**src/rtl/tile_raster_pkg.sv**
```systemverilog
`timescale 1ns/1ps
package tile_raster_pkg;
  // strobes from the raster control to the plane datapath
  typedef struct packed {
    logic       grabCode;   // latch tile code of the next cell
    logic [1:0] grabPlane;  // latch plane 0 / plane 1 row byte
    logic       loadAll;    // plane 2 byte valid, load all shifters
    logic [1:0] plane;      // plane index selecting the ROM region
  } fetch_strobe_t;
endpackage

```
**src/rtl/raster_ctrl.sv**
```systemverilog
`timescale 1ns/1ps
module raster_ctrl
  import tile_raster_pkg::*;
#(
  parameter int CELL_W   = 8,
  parameter int CELL_H   = 10,
  parameter int VIS_COLS = 74,
  parameter int VIS_ROWS = 24,
  parameter int TOT_COLS = 88,
  parameter int TOT_ROWS = 27,
  parameter int HS_COL   = 75,
  parameter int HS_CHARS = 11,
  parameter int VS_ROW   = 25,
  parameter int VS_LINES = 4,
  localparam int SUB_W   = $clog2(CELL_W),
  localparam int COL_W   = $clog2(TOT_COLS),
  localparam int SCAN_W  = $clog2(CELL_H),
  localparam int ROW_W   = $clog2(TOT_ROWS),
  localparam int VRAM_AW = $clog2(VIS_COLS * VIS_ROWS)
) (
  input  logic               clk,
  input  logic               rst,
  output logic [VRAM_AW-1:0] vramAddr,
  output fetch_strobe_t      strb,
  output logic [SCAN_W-1:0]  rowSel,
  output logic               hsync,
  output logic               vsync,
  output logic               dispEn
);
  localparam logic [SUB_W-1:0]  LAST_SUB  = SUB_W'(CELL_W - 1);
  localparam logic [COL_W-1:0]  LAST_COL  = COL_W'(TOT_COLS - 1);
  localparam logic [SCAN_W-1:0] LAST_SCAN = SCAN_W'(CELL_H - 1);
  localparam logic [ROW_W-1:0]  LAST_ROW  = ROW_W'(TOT_ROWS - 1);
  localparam logic [SUB_W-1:0]  SLOT_CODE = SUB_W'(CELL_W - 4);
  localparam logic [SUB_W-1:0]  SLOT_P0   = SUB_W'(CELL_W - 3);
  localparam logic [SUB_W-1:0]  SLOT_P1   = SUB_W'(CELL_W - 2);

  logic [SUB_W-1:0]  sub;
  logic [COL_W-1:0]  col, nCol;
  logic [SCAN_W-1:0] scan, nScan;
  logic [ROW_W-1:0]  crow, nCrow;
  logic              nextVis;

  // coordinates of the cell that follows the current one
  always_comb begin
    nCol  = col + 1'b1;
    nScan = scan;
    nCrow = crow;
    if (col == LAST_COL) begin
      nCol = '0;
      if (scan == LAST_SCAN) begin
        nScan = '0;
        nCrow = (crow == LAST_ROW) ? '0 : crow + 1'b1;
      end else begin
        nScan = scan + 1'b1;
      end
    end
  end

  // reset parks the raster in the final blanked cell of the frame
  always_ff @(posedge clk) begin
    if (rst) begin
      sub  <= '0;
      col  <= LAST_COL;
      scan <= LAST_SCAN;
      crow <= LAST_ROW;
    end else if (sub == LAST_SUB) begin
      sub  <= '0;
      col  <= nCol;
      scan <= nScan;
      crow <= nCrow;
    end else begin
      sub <= sub + 1'b1;
    end
  end

  assign nextVis  = (nCol < COL_W'(VIS_COLS)) && (nCrow < ROW_W'(VIS_ROWS));
  assign vramAddr = nextVis ? (VRAM_AW'(nCrow) * VRAM_AW'(VIS_COLS) + VRAM_AW'(nCol)) : '0;
  assign rowSel   = nScan;

  always_comb begin
    strb              = '0;
    strb.grabCode     = (sub == SLOT_CODE);
    strb.grabPlane[0] = (sub == SLOT_P0);
    strb.grabPlane[1] = (sub == SLOT_P1);
    strb.loadAll      = (sub == LAST_SUB);
    if (sub == SLOT_P1)  strb.plane = 2'd1;
    if (sub == LAST_SUB) strb.plane = 2'd2;
  end

  assign hsync  = (col >= COL_W'(HS_COL)) && (col < COL_W'(HS_COL + HS_CHARS));
  assign vsync  = (crow == ROW_W'(VS_ROW)) && (scan < SCAN_W'(VS_LINES));
  assign dispEn = (col < COL_W'(VIS_COLS)) && (crow < ROW_W'(VIS_ROWS));

  // hsync begins on the first pixel of its start column
  p_hsync_start_r5: assert property (@(posedge clk) disable iff (rst)
    $rose(hsync) |-> (col == COL_W'(HS_COL) && sub == '0));
  // vsync begins on the first pixel of its start line
  p_vsync_start_r6: assert property (@(posedge clk) disable iff (rst)
    $rose(vsync) |-> (col == '0 && sub == '0 && scan == '0 && crow == ROW_W'(VS_ROW)));
  // the visible window never overlaps a sync pulse
  p_vis_no_sync_r7: assert property (@(posedge clk) disable iff (rst)
    dispEn |-> (!hsync && !vsync));
  // the frame origin is reached only from the last cell of the frame
  p_frame_wrap_r2: assert property (@(posedge clk) disable iff (rst)
    (col == '0 && sub == '0 && scan == '0 && crow == '0) |->
      ($past(col) == LAST_COL && $past(crow) == LAST_ROW));
endmodule

```
**src/rtl/plane_shifter.sv**
```systemverilog
`timescale 1ns/1ps
module plane_shifter
  import tile_raster_pkg::*;
#(
  parameter int CELL_W      = 8,
  parameter int CELL_H      = 10,
  parameter int CHAR_STRIDE = 16,
  parameter int PLANE_BYTES = 16384,
  parameter int CODE_W      = 8,
  parameter int TILE_W      = 16,
  localparam int NPLANES    = 3,
  localparam int SCAN_W     = $clog2(CELL_H),
  localparam int ROM_AW     = $clog2(NPLANES * PLANE_BYTES)
) (
  input  logic              clk,
  input  logic              rst,
  input  fetch_strobe_t     strb,
  input  logic [SCAN_W-1:0] rowSel,
  input  logic              dispEn,
  input  logic [TILE_W-1:0] vramData,
  input  logic [CELL_W-1:0] romData,
  output logic [ROM_AW-1:0] romAddr,
  output logic [2:0]        pixColour
);
  logic [CODE_W-1:0] codeReg;
  logic [CELL_W-1:0] hold [NPLANES-1];
  logic [CELL_W-1:0] shf  [NPLANES];
  logic              unusedTileBits;

  assign unusedTileBits = ^vramData[TILE_W-1:CODE_W];

  always_ff @(posedge clk) begin
    if (rst)               codeReg <= '0;
    else if (strb.grabCode) codeReg <= vramData[CODE_W-1:0];
  end

  assign romAddr = ROM_AW'(strb.plane) * ROM_AW'(PLANE_BYTES)
                 + ROM_AW'(codeReg) * ROM_AW'(CHAR_STRIDE)
                 + ROM_AW'(rowSel);

  for (genvar g = 0; g < NPLANES; g++) begin : g_plane
    logic [CELL_W-1:0] src;
    if (g < NPLANES - 1) begin : g_held
      always_ff @(posedge clk) begin
        if (rst)                  hold[g] <= '0;
        else if (strb.grabPlane[g]) hold[g] <= romData;
      end
      assign src = hold[g];
    end else begin : g_direct
      assign src = romData;
    end
    always_ff @(posedge clk) begin
      if (rst)              shf[g] <= '0;
      else if (strb.loadAll) shf[g] <= src;
      else                  shf[g] <= {shf[g][CELL_W-2:0], 1'b0};
    end
  end

  assign pixColour = dispEn ? {shf[2][CELL_W-1], shf[1][CELL_W-1], shf[0][CELL_W-1]} : 3'd0;

  // plane bytes are gathered in order before the shifters load
  p_plane_order_r4: assert property (@(posedge clk) disable iff (rst)
    strb.loadAll |-> $past(strb.grabPlane[1]));
  p_plane_seq_r4: assert property (@(posedge clk) disable iff (rst)
    strb.grabPlane[1] |-> $past(strb.grabPlane[0]));
  // the code is captured before the first plane fetch uses it
  p_code_first_r8: assert property (@(posedge clk) disable iff (rst)
    strb.grabPlane[0] |-> $past(strb.grabCode));
endmodule

```
**src/rtl/tile_raster_gen.sv**
```systemverilog
`timescale 1ns/1ps
module tile_raster_gen
  import tile_raster_pkg::*;
#(
  parameter int CELL_W      = 8,
  parameter int CELL_H      = 10,
  parameter int VIS_COLS    = 74,
  parameter int VIS_ROWS    = 24,
  parameter int TOT_COLS    = 88,
  parameter int TOT_ROWS    = 27,
  parameter int HS_COL      = 75,
  parameter int HS_CHARS    = 11,
  parameter int VS_ROW      = 25,
  parameter int VS_LINES    = 4,
  parameter int CHAR_STRIDE = 16,
  parameter int PLANE_BYTES = 16384,
  parameter int CODE_W      = 8,
  parameter int TILE_W      = 16,
  localparam int SCAN_W     = $clog2(CELL_H),
  localparam int VRAM_AW    = $clog2(VIS_COLS * VIS_ROWS),
  localparam int ROM_AW     = $clog2(3 * PLANE_BYTES)
) (
  input  logic               clk,
  input  logic               rst,
  output logic [VRAM_AW-1:0] vramAddr,
  input  logic [TILE_W-1:0]  vramData,
  output logic [ROM_AW-1:0]  romAddr,
  input  logic [CELL_W-1:0]  romData,
  output logic [2:0]         pixColour,
  output logic               hsync,
  output logic               vsync,
  output logic               dispEn
);
  fetch_strobe_t     strb;
  logic [SCAN_W-1:0] rowSel;

  raster_ctrl #(
    .CELL_W(CELL_W), .CELL_H(CELL_H), .VIS_COLS(VIS_COLS), .VIS_ROWS(VIS_ROWS),
    .TOT_COLS(TOT_COLS), .TOT_ROWS(TOT_ROWS), .HS_COL(HS_COL), .HS_CHARS(HS_CHARS),
    .VS_ROW(VS_ROW), .VS_LINES(VS_LINES)
  ) ctrl_i (
    .clk(clk), .rst(rst), .vramAddr(vramAddr), .strb(strb), .rowSel(rowSel),
    .hsync(hsync), .vsync(vsync), .dispEn(dispEn)
  );

  plane_shifter #(
    .CELL_W(CELL_W), .CELL_H(CELL_H), .CHAR_STRIDE(CHAR_STRIDE),
    .PLANE_BYTES(PLANE_BYTES), .CODE_W(CODE_W), .TILE_W(TILE_W)
  ) data_i (
    .clk(clk), .rst(rst), .strb(strb), .rowSel(rowSel), .dispEn(dispEn),
    .vramData(vramData), .romData(romData), .romAddr(romAddr), .pixColour(pixColour)
  );

  // reset forces every output low
  p_reset_quiet_r1: assert property (@(posedge clk)
    rst |=> (pixColour == 3'd0 && !dispEn && !hsync && !vsync));
endmodule

```
**config.mk**
```make
export PLATFORM = sky130hd
export DESIGN_NAME = tile_raster_gen
export DESIGN_NICKNAME = d
export VERILOG_FILES = /design/src/rtl/tile_raster_pkg.sv /design/src/rtl/raster_ctrl.sv /design/src/rtl/plane_shifter.sv /design/src/rtl/tile_raster_gen.sv
export SDC_FILE = /design/constraint.sdc
export NUM_CORES = 1
export LEC_CHECK = 0
export BUFFER_PORTS_ARGS = -buffer_cell sky130_fd_sc_hd__buf_2
export CAP_MARGIN = 15
export CELL_PAD_IN_SITES_DETAIL_PLACEMENT = 1
export CELL_PAD_IN_SITES_GLOBAL_PLACEMENT = 2
export CORE_MARGIN = 2
export CORE_UTILIZATION = 40
export DETAILED_ROUTE_END_ITERATION = 8
export HOLD_SLACK_MARGIN = 0.02
export PLACE_DENSITY_LB_ADDON = 0.05
export REMOVE_ABC_BUFFERS = 1
export SYNTH_ARGS = -nofsm -noshare
export SYNTH_HDL_FRONTEND = slang
export SYNTH_HIERARCHICAL = 1
export SYNTH_SLANG_ARGS = --single-unit
```
**constraint.sdc**
```tcl
create_clock -name clk -period 8.95 [get_ports clk]
set_input_delay 1.79 -clock clk [delete_from_list [all_inputs] [get_ports clk]]
set_output_delay 1.79 -clock clk [all_outputs]
set_load 0.1 [all_outputs]
```
==> results of run 1 <==
cells by family (layout without fill, tap and decap cells):
family	after synthesis	count (layout)	share of synthesized area [%]
xor gates and xnor gates	20	20	4.22
and+or+nand+nor	157	157	20.7
buffers and inverters	38	77	6.12
muxes	31	31	7.48
adders and majority gates	31	31	9.53
other	2	26	0.181
DFF	67	67	42.0
AOI/OAI and AO/OA	57	57	9.80
layer usage:
| metal | GRT usage (%) | wire (µm) | vias up |
|---|---|---|---|
| li1 | - | - | 1500 |
| met1 | 18.8 | 3760 | 1454 |
| met2 | 28.6 | 4230 | 30 |
| met3 | 3.59 | 210 | 11 |
| met4 | 5.36 | 95 | 0 |
| met5 | 0 | 0 | - |
cells in the final DEF (no fill, tap or decap), types with 2 or more instances in the layout:
cell type / instances
a21o_1: 5
nor2b_1: 7
inv_1: 11
a31oi_1: 4
mux2i_1: 31
clkbuf_8: 9
and2_1: 27
a21oi_1: 9
ha_1: 29
edfxtp_1: 40
buf_4: 2
o21ai_0: 14
o21bai_1: 3
and3_1: 3
nor3_1: 5
nor2b_4: 2
xnor2_1: 11
inv_6: 2
xor2_1: 9
nand2b_1: 8
dfxtp_1: 27
a22o_1: 2
nand4_1: 3
nand3_1: 11
nand2_1: 25
buf_2: 48
nor3b_1: 4
nor2_1: 48
nor3_2: 3
a211o_1: 6
a211oi_1: 4
bufinv_16: 2
conb_1: 26
final timing paths:
check / startpoint / end / slack [ns] / depth (start not counted)
worst min register to register: data_i/codeReg[7]$_SDFFE_PP0P_ / data_i/codeReg[7]$_SDFFE_PP0P_ / 0.49 / 2
worst max-delay path: ctrl_i/col[1]$_SDFFE_PP1P_ / vramAddr[10] / 1.68 / 19
worst min-delay path: data_i/codeReg[7]$_SDFFE_PP0P_ / data_i/codeReg[7]$_SDFFE_PP0P_ / 0.49 / 2
worst max register to register: ctrl_i/sub[0]$_SDFF_PP0_ / ctrl_i/crow[3]$_SDFFE_PP1P_ / 6.70 / 6
final cells by class:
| cell class | count | area (µm²) |
|---|---|---|
| fill | 1196 | 5510 |
| multi-input combinational | 322 | 2250 |
| sequential | 67 | 1740 |
| timing repair buffer | 50 | 255 |
| tap | 136 | 170 |
| clock buffer | 10 | 128 |
| clock inverter | 6 | 88.8 |
| inverter | 11 | 41.3 |
critical path, delay by kind of cell (launching register included):
kind	cells	cell delay (ns)
muxes	1	0.22
xor gates and xnor gates	2	0.38
buffers and inverters	1	0.45
DFF	1	0.41
and+or+nand+nor	5	0.96
adders and majority gates	6	1.80
AOI/OAI and AO/OA	4	0.93
Yosys cell counts, drive strengths merged (2+ instances only):
| master | n | area [µm²] |
|---|---|---|
| a21oi | 9 | 45.0 |
| nand4 | 3 | 18.8 |
| o21bai | 3 | 22.5 |
| nand2 | 25 | 93.8 |
| dfxtp | 27 | 541 |
| a211o | 6 | 52.6 |
| xnor2 | 11 | 96.3 |
| nand3 | 12 | 72.6 |
| nor2 | 48 | 180 |
| or2 | 2 | 12.5 |
| edfxtp | 40 | 1200 |
| a31oi | 4 | 25.0 |
| mux2i | 31 | 310 |
| nor2b | 10 | 80.1 |
| o21ai | 15 | 86.3 |
| and2 | 27 | 169 |
| xor2 | 9 | 78.8 |
| clkbuf | 8 | 41.3 |
| conb | 2 | 7.51 |
| o31ai | 2 | 28.8 |
| nand2b | 8 | 50.1 |
| nor3 | 8 | 55.1 |
| a21o | 5 | 37.5 |
| inv | 11 | 41.3 |
| a22o | 2 | 17.5 |
| and3 | 4 | 26.3 |
| buf | 19 | 171 |
| a211oi | 4 | 30.0 |
| ha | 30 | 375 |
| nor3b | 5 | 48.8 |
state kept, by name, indices dropped and copies added (netlist names):
name,flops
ctrl_i/sub,3
ctrl_i/col,7
data_i/shf,24
data_i/hold,16
ctrl_i/crow,5
ctrl_i/scan,4
data_i/codeReg,8
stage by stage:
stage / instance area (µm²) / utilization [%]
after floorplan: 4030 / -
after global placement: 4460 / 43.7
after detailed placement: 4460 / 43.7
after CTS: 4670 / 45.9
after global routing: 4670 / 45.9
final: 4670 / 45.9
power by group through the flow:
stage | Clock [mW] | Combinational, mW | Sequential, mW
final | 0.275 | 0.108 | 0.343
after global routing | 0.298 | 0.117 | 0.344
after detailed placement | 0 | 0.109 | 0.350
after CTS | 0.287 | 0.109 | 0.343
after floorplan | 0 | 0.0786 | 0.355
after global placement | 0 | 0.107 | 0.349
==> flow_metrics.tcl, run 1 <==
set metrics [dict create \
    area_growth_pct 12.6 \
    async_reset_ff_share_pct 0 \
    die_h_um 106 \
    peakVddDrop_mv 0.0852 \
    cts_sinks 67 \
    fmax_mhz 138 \
    rsz0062_at_grt "false" \
    switching_share_pct 28.0 \
    ys_seq_elements 67 \
    end_kind "output pin" \
    outcome "complete, no violations" \
    core_mm2 0.0102 \
    syn-cell-area_mm2 0.00415 \
    combPwrFrac_pct 14.8 \
    ys_seq_area_share_pct 42.0 \
    dieArea_mm2 0.0112 \
    fp.dieW_um 106 \
    track_usage_pct 16.0 \
    grt_pass1_vias 3064 \
    ys_types 57 \
    via_count 2995 \
    diodes 0 \
    ys.flop_type "edfxtp_1" \
    synth_warnings 6 \
    critPathKind "reg2out" \
    cts_tree "done" \
    htreeDepth 3 \
    drc 0 \
    max_stage_delay_ns 0.49 \
    fin_crit_sh_pct 81.3 \
    cts.repair.resized 0 \
    nets 518 \
    post_cts_buffers 0 \
    power.internal_mw 0.522 \
    grt_pass1_wl_um 14200 \
    cts_buffers 9 \
    drt_iter0_markers 109 \
    slowest_stage "o31ai_1" \
    fin_ws_ns 1.68 \
    clk_latency_ns 0.35 \
    drv_slew 0 \
    grt_antenna_before_repair 0 \
    cts-root-buf "clkbuf_8" \
    worstMarginPinSlew_ns 0.797 \
    power.density_mw_per_mm2 155 \
    tns_ns 0 \
    hold_viol_final 0 \
    syn_avg_cell_area_um2 10.3 \
    p_clk_share_pct 37.9 \
    arrival_ns 5.48 \
    instances_no_fill 602 \
    required_ns 7.16 \
    drive_above_1_share_pct 17.0 \
    overflow 0 \
    hp-class "reg2reg" \
    fin_crit_ns 7.27 \
    clockBufferDepth 2 \
    switchingPower_mw 0.203 \
    avgRoutedWirePerCell_um 13.8 \
    crit_chain "ha_1, and3_2, nand3_4, nor3_2, nand2_1, o31ai_1, ha_1, ha_1, ha_1, ha_1, xor2_1, ha_1, o21ai_0, nand2b_1, o311a_1, o21ai_0, xor2_1, mux2i_1, buf_2" \
    p_total_mw 0.725 \
    place_inst 586 \
    syn_inst 403 \
    antenna_left 0 \
    power_leakage_nw 2.07 \
    power_frac_seq_pct 47.3 \
    crit_fanout 7 \
    skew_ns 0.0115 \
    grt_max_degree 54 \
    hpwl_um 6070 \
    start_util_pct 40.7 \
    first_pass_iters 4 \
    slew_headroom_pct 46.3 \
    maxCapViolCount 0 \
    place.gp.congestion 0.784 \
    synth_edf_count 40 \
    hold_buffers 0 \
    cpMostUsedCell "ha_1" \
    num_rows 37 \
    drt_wl_total_um 8300 \
    io_buffers 48 \
    startpoint_type "flip-flop" \
    viasPerCell 4.98 \
    clk_pin_slew_worst_paths_ns 0.07 \
    finalSetupViolCount 0 \
    holdWs_ns 0.491 \
    io_pins 59 \
    post-place-ws_ns 1.98 \
]
(Power assumes the default switching activity.)
==> run 2: changes to the inputs <==
Settings changed: CORE_UTILIZATION 40 to 33.
Clock period 8.95 ns to 6.53 ns, I/O delays scaled along.
==> run 2 against run 1 <==
- routed wire length is 4.9% higher
- first-iteration DRC count is 39% higher
- critical endpoint unchanged
- largest cell class unchanged
- non-clock buffer count is 3 higher
- largest power group unchanged
==> flow_metrics.tcl, run 2 (synthesized netlist as in run 1, its figures left out) <==
set metrics [dict create \
    outcome "complete, no violations" \
    avgRoutedWirePerCell_um 13.7 \
    maxCapViolCount 0 \
    die_h_um 116 \
    antenna_left 0 \
    end_kind "output pin" \
    overflow 0 \
    via_count 2966 \
    cts-root-buf "clkbuf_16" \
    top_regs "data_i/shf: 24 flops, data_i/hold: 16 flops, data_i/codeReg: 8 flops" \
    diodes 0 \
    post_dp_cell_area_mm2 0.00453 \
    final_core_util_pct 39.8 \
    arrival_ns 4.82 \
    tns_ns 0 \
    cts_tree "done" \
    holdWs_ns 0.490 \
    grt_pass1_wl_um 14700 \
    cts_buffers 9 \
    hpwl_um 6150 \
    fin_crit_sh_pct 93.8 \
    track_usage_pct 14.2 \
    clk_pin_slew_worst_paths_ns 0.05 \
    drt_iter0_markers 151 \
    io_pins 59 \
    cts_sinks 67 \
    peakVddDrop_mv 0.153 \
    reg2reg_depth 6 \
    drive_above_1_share_pct 18.3 \
    num_rows 40 \
    regMostFlops "data_i/shf" \
    drv_slew 0 \
    largest_register_ffs 24 \
    dieArea_mm2 0.0135 \
    hp-class "reg2reg" \
    worstMarginPinSlew_ns 0.780 \
    area_growth_pct 16.8 \
    nets 521 \
    post_cts_buffers 0 \
    first_pass_iters 4 \
    clk_latency_ns 0.33 \
    viasPerCell 4.66 \
    grt_max_degree 54 \
    drt_wl_total_um 8710 \
    drc 0 \
    grt_pass1_vias 2967 \
    place_inst 620 \
    hold_buffers 0 \
    clockBufferDepth 2 \
    crit_fanout 7 \
    fmax_mhz 163 \
    power.density_mw_per_mm2 221 \
    core_mm2 0.0122 \
    fin_crit_ns 6.13 \
    instances_no_fill 637 \
    power_leakage_nw 2.12 \
    final_cell_mix "48 x nor2_1, 47 x buf_2, 40 x edfxtp_1, 30 x mux2i_1, 28 x ha_1" \
    fp.dieW_um 116 \
    final_cell_area_mm2 0.00485 \
    finalSetupViolCount 0 \
    start_util_pct 34.1 \
    startpoint_type "flip-flop" \
    mostFrequentLayoutCell "nor2_1" \
    critPathKind "reg2out" \
    io_buffers 48 \
    rsz0062_at_grt "false" \
    skew_ns 0.00632 \
    required_ns 5.22 \
    grt_antenna_before_repair 0 \
    place.gp.congestion 0.746 \
    htreeDepth 3 \
    hold_viol_final 0 \
    whs_path_depth 2 \
    slew_headroom_pct 47.4 \
]
run 2: final timing paths:
check / from / endpoint / slack (ns)
max reg2reg: ctrl_i/sub[0]$_SDFF_PP0_ / ctrl_i/crow[3]$_SDFFE_PP1P_ / 4.37
min reg2reg: data_i/codeReg[7]$_SDFFE_PP0P_ / data_i/codeReg[7]$_SDFFE_PP0P_ / 0.49
max: ctrl_i/col[0]$_SDFFE_PP1P_ / vramAddr[10] / 0.40
min: data_i/codeReg[7]$_SDFFE_PP0P_ / data_i/codeReg[7]$_SDFFE_PP0P_ / 0.49
run 2: timing repair:
action                     CTS  global route
setup endpoints to repair    0             2
hold endpoints to repair     0             0
resized for setup            0             6
run 2: per-stage QoR:
step,total power [mW],setup WS (ns)
after floorplan,0.594,-0.229
final,1.07,0.402
after detailed placement,0.629,0.531
after global placement,0.627,0.559
after CTS,1.09,0.138
after global routing,1.12,0.0224
run 2: per-layer routing:
layer	vias up	part of all wire, %	GRT usage, %
li1	1507	-	-
met1	1404	50	19.0
met2	47	44	21.7
met3	8	4.1	4.57
met4	0	1.5	5.24
met5	-	0	0
run 2: critical path, cell delays in order (launching register included):
cell	delay, ns
dfxtp_2	0.39
ha_4	0.19
and3_2	0.26
nand4_1	0.18
o21ai_0	0.20
o31a_2	0.22
inv_1	0.10
ha_1	0.21
ha_1	0.29
ha_1	0.29
ha_1	0.35
xor2_1	0.18
ha_1	0.35
o21ai_0	0.10
nand2b_1	0.08
o311a_1	0.21
o21ai_0	0.12
xor2_1	0.22
mux2i_2	0.32
buf_12	0.21
run 2: layout make-up:
| class | instances | area [µm²] |
|---|---|---|
| Tap cell | 168 | 210 |
| Clock buffer | 14 | 264 |
| Timing Repair Buffer | 53 | 305 |
| Clock inverter | 2 | 12.5 |
| Multi-Input combinational cell | 322 | 2270 |
| Inverter | 11 | 41.3 |
| Fill cell | 1400 | 7320 |
| Sequential cell | 67 | 1740 |
run 2: report_power, final:
part / total (mW) / internal, mW / switching [mW]
registers: 0.471 / 0.465 / 0.00593
clock network: 0.451 / 0.277 / 0.174
logic: 0.150 / 0.0376 / 0.113
==> run 3: changes to the inputs <==
Settings changed: CORE_UTILIZATION 33 to 40.
Clock period 6.53 ns to 7.5 ns, I/O delays scaled along.
==> run 3 against run 2 <==
- worst setup slack improved by 0.12 ns
- first-iteration DRC count is 46% lower
- register-to-register slack improved by 0.86 ns
- critical path type unchanged
==> flow_metrics.tcl, run 3 (synthesized netlist as in run 1, its figures left out) <==
set metrics [dict create \
    grt_antenna_before_repair 0 \
    drc 0 \
    htreeDepth 3 \
    critPathKind "reg2out" \
    slowest_stage "o31ai_1" \
    place_inst 586 \
    reg2reg_depth 6 \
    fin_crit_ns 6.98 \
    nets 518 \
    die_h_um 106 \
    dieArea_mm2 0.0112 \
    fmax_mhz 143 \
    multi_input_area_mm2 0.00225 \
    hold_buffers 0 \
    grt_pass1_wl_um 13700 \
    tns_ns 0 \
    grt_pass1_vias 2973 \
    end_kind "output pin" \
    final_cell_mix "48 x nor2_1, 48 x buf_2, 40 x edfxtp_1, 31 x mux2i_1, 29 x ha_1" \
    top_regs "data_i/shf: 24 flops, data_i/hold: 16 flops, data_i/codeReg: 8 flops" \
    r2r_start "ctrl_i/sub[0]$_SDFF_PP0_" \
    peakVddDrop_mv 0.0987 \
    rsz0062_at_grt "false" \
    worstSetupStartpoint "ctrl_i/col[1]$_SDFFE_PP1P_" \
    power_leakage_nw 2.04 \
    post_cts_buffers 0 \
    hpwl_um 6060 \
    grt_max_degree 54 \
    maxCapViolCount 0 \
    track_usage_pct 15.5 \
    diodes 0 \
    regArea_mm2 0.00174 \
    power.density_mw_per_mm2 172 \
    cts_buffers 9 \
    rr_endpoint "ctrl_i/crow[3]$_SDFFE_PP1P_" \
    rrSetupSlack_ns 5.23 \
    startpoint_type "flip-flop" \
    cts_tree "done" \
    drv_slew 0 \
    drive_above_1_share_pct 16.7 \
    first_pass_iters 4 \
    worstMarginPinSlew_ns 0.814 \
    fin_ws_ns 0.523 \
    cts_sinks 67 \
    post-place-ws_ns 0.880 \
    overflow 0 \
    clockBufferDepth 2 \
    worstHoldStart "data_i/codeReg[7]$_SDFFE_PP0P_" \
    drt_wl_total_um 8260 \
    cts-root-buf "clkbuf_8" \
    hold_viol_final 0 \
    crit_fanout 7 \
    start_util_pct 40.7 \
    largest_register_ffs 24 \
    crit_chain "ha_1, and3_2, nand3_4, nor3_2, nand2_1, o31ai_1, ha_1, ha_1, ha_1, ha_1, xor2_1, ha_1, o21ai_0, nand2b_1, o311a_1, o21ai_0, xor2_1, mux2i_1, buf_2" \
    via_count 2957 \
    p_total_mw 0.796 \
    required_ns 6.00 \
    regMostFlops "data_i/shf" \
    area_growth_pct 11.2 \
    hp-class "reg2reg" \
    place.gp.congestion 0.788 \
    cts.repair.resized 0 \
    clk_latency_ns 0.34 \
    outcome "complete, no violations" \
    cp-endpoint "vramAddr[10]" \
    drt_iter0_markers 81 \
    fillers 1200 \
    viasPerCell 4.91 \
    core_mm2 0.0102 \
    fp.dieW_um 106 \
    final_core_util_pct 45.3 \
    arrival_ns 5.48 \
    finalSetupViolCount 0 \
    io_pins 59 \
    max_stage_delay_ns 0.49 \
    num_rows 37 \
    slew_headroom_pct 45.2 \
    instances_no_fill 602 \
    clk_pin_slew_worst_paths_ns 0.07 \
    skew_ns 0.00938 \
    fin_crit_sh_pct 93.0 \
    cpMostUsedCell "ha_1" \
    avgRoutedWirePerCell_um 13.7 \
    antenna_left 0 \
    io_buffers 48 \
]
-- run 3: final cells by class --
type	instances	area share [%]
inverters	11	0.894
repair buffers	50	5.53
clock inverters	5	0.650
multi-input cells	322	48.7
well taps	136	3.69
flip-flops and latches	67	37.7
clock buffers	11	2.85
-- run 3: how the worst min path moves through the flow --
stage	endpoint	slack [ns]	depth (start not counted)
floorplan	ctrl_i/sub[0]$_SDFF_PP0_	0.45	1
global placement	data_i/codeReg[5]$_SDFFE_PP0P_	0.47	2
detailed placement	data_i/codeReg[7]$_SDFFE_PP0P_	0.48	2
CTS	data_i/codeReg[7]$_SDFFE_PP0P_	0.50	2
global route	data_i/codeReg[4]$_SDFFE_PP0P_	0.53	2
finish	data_i/codeReg[7]$_SDFFE_PP0P_	0.49	2
-- run 3: per-stage QoR --
step	instance area [µm²]	hold WS, ns
3_3_place_gp	4460	0.469
4_1_cts	4620	0.497
2_1_floorplan	4030	0.448
3_5_place_dp	4460	0.479
6_report	4620	0.489
5_1_grt	4620	0.535
-- run 3: power by group --
part	internal, mW	switching [mW]
combinational	0.0312	0.0970
sequential	0.404	0.00538
clock	0.119	0.139
total	0.554	0.242
-- run 3: routing by layer --
metal / track usage, % / part of all wire, % / routed length [µm] / vias up
li1: - / - / - / 1499
met1: 19.3 / 47 / 3910 / 1418
met2: 26.5 / 49 / 4020 / 33
met3: 3.53 / 2.7 / 222 / 7
met4: 5.36 / 1.2 / 102 / 0
met5: 0 / 0 / 0 / -
-- run 3: worst max-delay path: cells and delay by family, from the launching register on --
kind                     cells  cell delay (ns)
adder cells (fa/ha/maj)      6             1.79
XOR/XNOR                     2             0.36
AND/OR/NAND/NOR              5             1.01
multiplexers                 1             0.19
AO/OA/AOI/OAI                4             0.95
flip-flops                   1             0.41
buffers and inverters        1             0.44
